===== src/rtl/pcu_pkg.sv =====
package pcu_pkg;
  localparam int unsigned ADDR_W = 16;
  localparam int unsigned DATA_W = 8;
  localparam int unsigned PAGE_W = 11;
  localparam int unsigned LEN_W  = 2;

  typedef enum logic [2:0] {
    JK_SEQ  = 3'd0,
    JK_REL  = 3'd1,
    JK_PAGE = 3'd2,
    JK_LONG = 3'd3,
    JK_IDX  = 3'd4
  } jump_kind_e;
endpackage


===== src/rtl/pcu_add.sv =====
// Adds a narrow operand, zero- or sign-extended, to a wide base.
module pcu_add #(
  parameter int unsigned AW     = 16,
  parameter int unsigned OW     = 8,
  parameter bit          SIGNED = 1'b0
) (
  input  logic [AW-1:0] base_i,
  input  logic [OW-1:0] op_i,
  output logic [AW-1:0] sum_o
);
  localparam int unsigned EXT_W = AW - OW;
  logic [AW-1:0] op_ext;

  generate
    if (SIGNED) begin : g_sext
      assign op_ext = {{EXT_W{op_i[OW-1]}}, op_i};
    end else begin : g_zext
      assign op_ext = {{EXT_W{1'b0}}, op_i};
    end
  endgenerate

  assign sum_o = base_i + op_ext;
endmodule


===== src/rtl/pcu_target_sel.sv =====
module pcu_target_sel
  import pcu_pkg::*;
#(
  parameter int unsigned AW = 16,
  parameter int unsigned PW = 11
) (
  input  logic [2:0]    kind_i,
  input  logic [AW-1:0] seq_i,
  input  logic [AW-1:0] rel_i,
  input  logic [PW-1:0] page_off_i,
  input  logic [AW-1:0] long_i,
  input  logic [AW-1:0] idx_i,
  output logic [AW-1:0] npc_o
);
  always_comb begin
    unique case (kind_i)
      JK_REL:  npc_o = rel_i;
      JK_PAGE: npc_o = {seq_i[AW-1:PW], page_off_i};
      JK_LONG: npc_o = long_i;
      JK_IDX:  npc_o = idx_i;
      default: npc_o = seq_i;
    endcase
  end
endmodule


===== src/rtl/pcu_pc_reg.sv =====
module pcu_pc_reg #(
  parameter int unsigned AW = 16
) (
  input  logic          clk_i,
  input  logic          rst_ni,
  input  logic          load_i,
  input  logic [AW-1:0] d_i,
  output logic [AW-1:0] q_o
);
  always_ff @(posedge clk_i or negedge rst_ni) begin
    if (!rst_ni)     q_o <= '0;
    else if (load_i) q_o <= d_i;
  end
endmodule


===== src/rtl/pc_next_unit.sv =====
module pc_next_unit
  import pcu_pkg::*;
#(
  parameter int unsigned AW = ADDR_W,
  parameter int unsigned DW = DATA_W,
  parameter int unsigned PW = PAGE_W,
  parameter int unsigned LW = LEN_W
) (
  input  logic          clk_i,
  input  logic          rst_ni,
  input  logic          step_i,
  input  logic [2:0]    kind_i,
  input  logic [LW-1:0] len_i,
  input  logic [DW-1:0] rel_i,
  input  logic [PW-1:0] abs_i,
  input  logic [AW-1:0] long_i,
  input  logic [AW-1:0] dptr_i,
  input  logic [DW-1:0] acc_i,
  input  logic          lk_src_i,
  output logic [AW-1:0] pc_o,
  output logic [AW-1:0] npc_o,
  output logic [AW-1:0] lk_addr_o
);
  logic [AW-1:0] pc_q, seq_addr, rel_addr, idx_addr, lk_pc_addr, lk_base;

  pcu_pc_reg #(.AW(AW)) u_pc (
    .clk_i(clk_i), .rst_ni(rst_ni), .load_i(step_i), .d_i(npc_o), .q_o(pc_q)
  );

  pcu_add #(.AW(AW), .OW(LW), .SIGNED(1'b0)) u_seq (
    .base_i(pc_q), .op_i(len_i), .sum_o(seq_addr)
  );

  pcu_add #(.AW(AW), .OW(DW), .SIGNED(1'b1)) u_rel (
    .base_i(seq_addr), .op_i(rel_i), .sum_o(rel_addr)
  );

  pcu_add #(.AW(AW), .OW(DW), .SIGNED(1'b0)) u_idx (
    .base_i(dptr_i), .op_i(acc_i), .sum_o(idx_addr)
  );

  // lookup base mux ahead of a dedicated adder keeps jump path independent
  assign lk_base = lk_src_i ? dptr_i : seq_addr;

  pcu_add #(.AW(AW), .OW(DW), .SIGNED(1'b0)) u_lk (
    .base_i(lk_base), .op_i(acc_i), .sum_o(lk_pc_addr)
  );

  pcu_target_sel #(.AW(AW), .PW(PW)) u_sel (
    .kind_i(kind_i), .seq_i(seq_addr), .rel_i(rel_addr), .page_off_i(abs_i),
    .long_i(long_i), .idx_i(idx_addr), .npc_o(npc_o)
  );

  assign pc_o      = pc_q;
  assign lk_addr_o = lk_pc_addr;
endmodule


===== config.mk =====
export PLATFORM = sky130hd
export DESIGN_NAME = pc_next_unit
export DESIGN_NICKNAME = d
export VERILOG_FILES = /design/src/rtl/pcu_pkg.sv /design/src/rtl/pcu_add.sv /design/src/rtl/pcu_target_sel.sv /design/src/rtl/pcu_pc_reg.sv /design/src/rtl/pc_next_unit.sv
export SDC_FILE = /design/constraint.sdc
export NUM_CORES = 1
export LEC_CHECK = 0
export BUFFER_PORTS_ARGS = -buffer_cell sky130_fd_sc_hd__buf_2
export CAP_MARGIN = 40
export CORE_MARGIN = 4
export CORE_UTILIZATION = 54
export CTS_BUF_LIST = sky130_fd_sc_hd__clkbuf_2 sky130_fd_sc_hd__clkbuf_4 sky130_fd_sc_hd__clkbuf_8
export CTS_CLUSTER_SIZE = 12
export DETAILED_ROUTE_END_ITERATION = 16
export GPL_ROUTABILITY_DRIVEN = 0
export PLACE_DENSITY = 0.89
export SYNTH_ARGS = -nofsm -noshare
export SYNTH_HDL_FRONTEND = slang
export SYNTH_SLANG_ARGS = --single-unit

===== constraint.sdc =====
create_clock -name clk_i -period 4.4 [get_ports clk_i]
set_clock_uncertainty 0.2 [all_clocks]
set_input_delay 0 -clock clk_i [delete_from_list [all_inputs] [get_ports clk_i]]
set_output_delay 0 -clock clk_i [all_outputs]
set_load 0.05 [all_outputs]

==> flow_summary_export.csv <==
group,metric,value,unit
sta,worst_slack,278,ps
placement,placed_area,4150,um^2
clocking,postCtsSetupBuffers,0,
grt,grt_usage,0.302,
grt,antenna_found_initial,0,
detailed_routing,drc,0,
final_layout,syn_to_final_growth,19.3,%
critical_path,max_stage_delay,490,ps
synthesis,synth_edf_count,0,
critical_path,cp_cell_sequence,"ha_1 -> fa_1 -> and2_1 -> nand4_1 -> xnor2_1 -> ha_1 -> a21oi_1 -> o211ai_1 -> a21oi_1 -> xnor2_1 -> a211oi_1 -> nor2_1 -> buf_2",
synthesis,synth-seq-area-share,0.113,
critical_path,cp_max_fo,8,
synthesis,ys_top_cells_by_area,"ha_1, dfrtp_1, xnor2_1",
detailed_routing,first_pass_iters,5,
worst_hold_path,hold_class,"input port to asynchronous set/reset pin",
clocking,cts.sinks,16,
final_layout,n_fill_cell,534,
synthesis,postSynthNetCount,581,
floorplanning,die_area,7910,um^2
placement,dp_hpwl,9850,um
final_layout,top_regs,"u_pc.q_o: 16 flops",
pwr,p_leak,0.00194,uW
detailed_routing,antenna_left,0,
grt,grt_pass1_vias,3950,
critical_path,worstPathRequired,4200,ps
placement,preCtsSetupSlack,577,ps
clocking,cts_made_buffers,3,
synthesis,syn_area,3540,um^2
sta,drv_slew,0,
floorplanning,row_count,29,
sta,rsz0062_at_grt,"no",
critical_path,r2r_slack,610,ps
clocking,htreeDepth,1,
pwr,peakVddDrop,681,uV
sta,setup_violations,0,
sta,fin_crit_sh,0.937,
synthesis,yosysUniqueCellTypes,63,
critical_path,cp_data_arrival_time,3920,ps
critical_path,startpoint,"u_pc.q_o[0]",
final_layout,nNetsFinal,690,
synthesis,synthFlopType,"dfrtp_1",
critical_path,crit_family,"compound AO/OA/AOI/OAI gates",
critical_path,worstReg2RegEnd,"u_pc.q_o[9]",
final_layout,diodes,0,
pwr,p_per_area,601,nW/um^2
critical_path,setup.worst_path.start_class,"flop",
critical_path,slowest_stage,"a211oi_1",
grt,grt_pass1_wl,18800,um
synthesis,synth_top_area_frac,0.127,
detailed_routing,drt-vias-per-instance,6.52,
floorplanning,die_h,89.0,um
synthesis,synth_common_cells,"nor2_1, nand2_1, a21oi_1, ha_1, xnor2_1",
detailed_routing,route.detailed.wl_per_inst,18.4,um
synthesis,yosys.area.top_type,"ha_1",
synthesis,postSynthCellCount,473,
sta,finalSetupTns,0,ps
detailed_routing,vias,4291,
sta,slew_headroom,0.441,
clocking,path_clk_slew,70,ps
flow_run,drv_cap,0,
sta,period_needed,4120,ps
critical_path,worstRegToRegCells,12,
floorplanning,pin_count,116,
synthesis,yosysWarnings,0,
critical_path,cp_num_buf_inv,1,
synthesis,synthArstFlopShare,1.00,
final_layout,top_register,"u_pc.q_o",
synthesis,synth_most_common_cell,"nor2_1",
final_layout,largest_reg_flops,16,
synthesis,synth_seq_cells,16,
run_status,status,"finished clean",
clocking,root_buffer,"clkbuf_8",
clocking,cts_buffer_depth,2,
detailed_routing,drtIter0Drc,378,
floorplanning,coreArea,6350,um^2
placement,port-buffer-count,115,
critical_path,path_class,"flop to output pin",
final_layout,drive_gt1_frac,0.256,
critical_path,end_kind,"output pin",
sta,tightestPinTransition,832,ps
sta,finalHoldViolCount,0,
final_layout,stdcell_area,4220,um^2
clocking,clock_latency,250,ps
floorplanning,start_util,0.557,
clocking,cts_tree,"done",
critical_path,worst_r2r_startpoint,"u_pc.q_o[0]",
grt,grt_max_degree,27,
sta,max_freq,0.243,GHz
grt,overflow,0,
detailed_routing,wl,12100,um
synthesis,syn_avg_cell_area,7.48,um^2
floorplanning,die_x,89.0,um
==> metrics by stage <==
| step | util | total power (uW) | instances | hold slack (ps) |
|---|---|---|---|---|
| after floorplan | - | 1880 | 473 | -496 |
| after global placement | 0.654 | 2300 | 653 | -263 |
| after detailed placement | 0.654 | 2350 | 653 | -261 |
| after CTS | 0.664 | 2500 | 658 | 0.293 |
| after global routing | 0.665 | 2700 | 658 | 21.0 |
| final | 0.665 | 2540 | 658 | 11.3 |
==> final cells by class <==
class                   instances  area [um^2]  area share
well taps                      77         96.3      0.0228
repair buffers                119          608       0.144
flip-flops and latches         16          400      0.0948
inverters                      18         67.6      0.0160
clock buffers                   4         55.1      0.0130
multi-input cells             424         3000       0.709
==> what timing repair did <==
action,CTS,global route
hold buffers,1,0
endpoints found under the hold margin,16,0
endpoints found under the setup margin,0,2
resized for setup,0,1
==> cells by family (layout without fill, tap and decap cells) <==
group	count (synthesis)	after routing	synth area share
AOI/OAI and AO/OA	152	152	0.279
xor gates and xnor gates	54	54	0.134
adders and majority gates	40	40	0.150
buffers and inverters	33	141	0.0414
DFF	16	16	0.113
muxes	25	25	0.0799
and+or+nand+nor	153	153	0.203
==> worst max-delay path by stage <==
stage | to | depth (start not counted) | slack (ps)
final | npc_o[9] | 13 | 280
after floorplan | lk_addr_o[13] | 13 | 200
after detailed placement | lk_addr_o[15] | 14 | 580
after global placement | lk_addr_o[13] | 14 | 670
after CTS | lk_addr_o[15] | 14 | 270
after global routing | npc_o[13] | 14 | 90
==> routing by layer <==
layer / vias up / global-route usage / part of all wire
met5: - / 0 / 0
met2: 323 / 0.497 / 0.47
met3: 57 / 0.0571 / 0.12
li1: 1973 / - / -
met4: 0 / 0.123 / 0.033
met1: 1938 / 0.389 / 0.39
==> power breakdown <==
part | internal [uW] | total (uW) | switching [uW]
sequential | 194 | 291 | 97.4
combinational | 679 | 2110 | 1430
clock | 79.6 | 139 | 59.0
==> layout by cell type, fill, tap and decap left out, types with 5 or more instances in the layout <==
cell type    n
mux2_2      16
a211oi_1     9
buf_2      115
nor2_1      53
nand2_1     48
a31oi_1      6
a21o_1      10
dfrtp_1     16
xor2_1      18
o22ai_1      9
inv_1       16
o21ai_0     21
nand4_1     11
mux2i_1      8
ha_1        36
xnor2_1     36
a21oi_1     46
nand3_1     10
o211ai_1    12
nor3_1       5
Power figures use the tool's default switching activity.
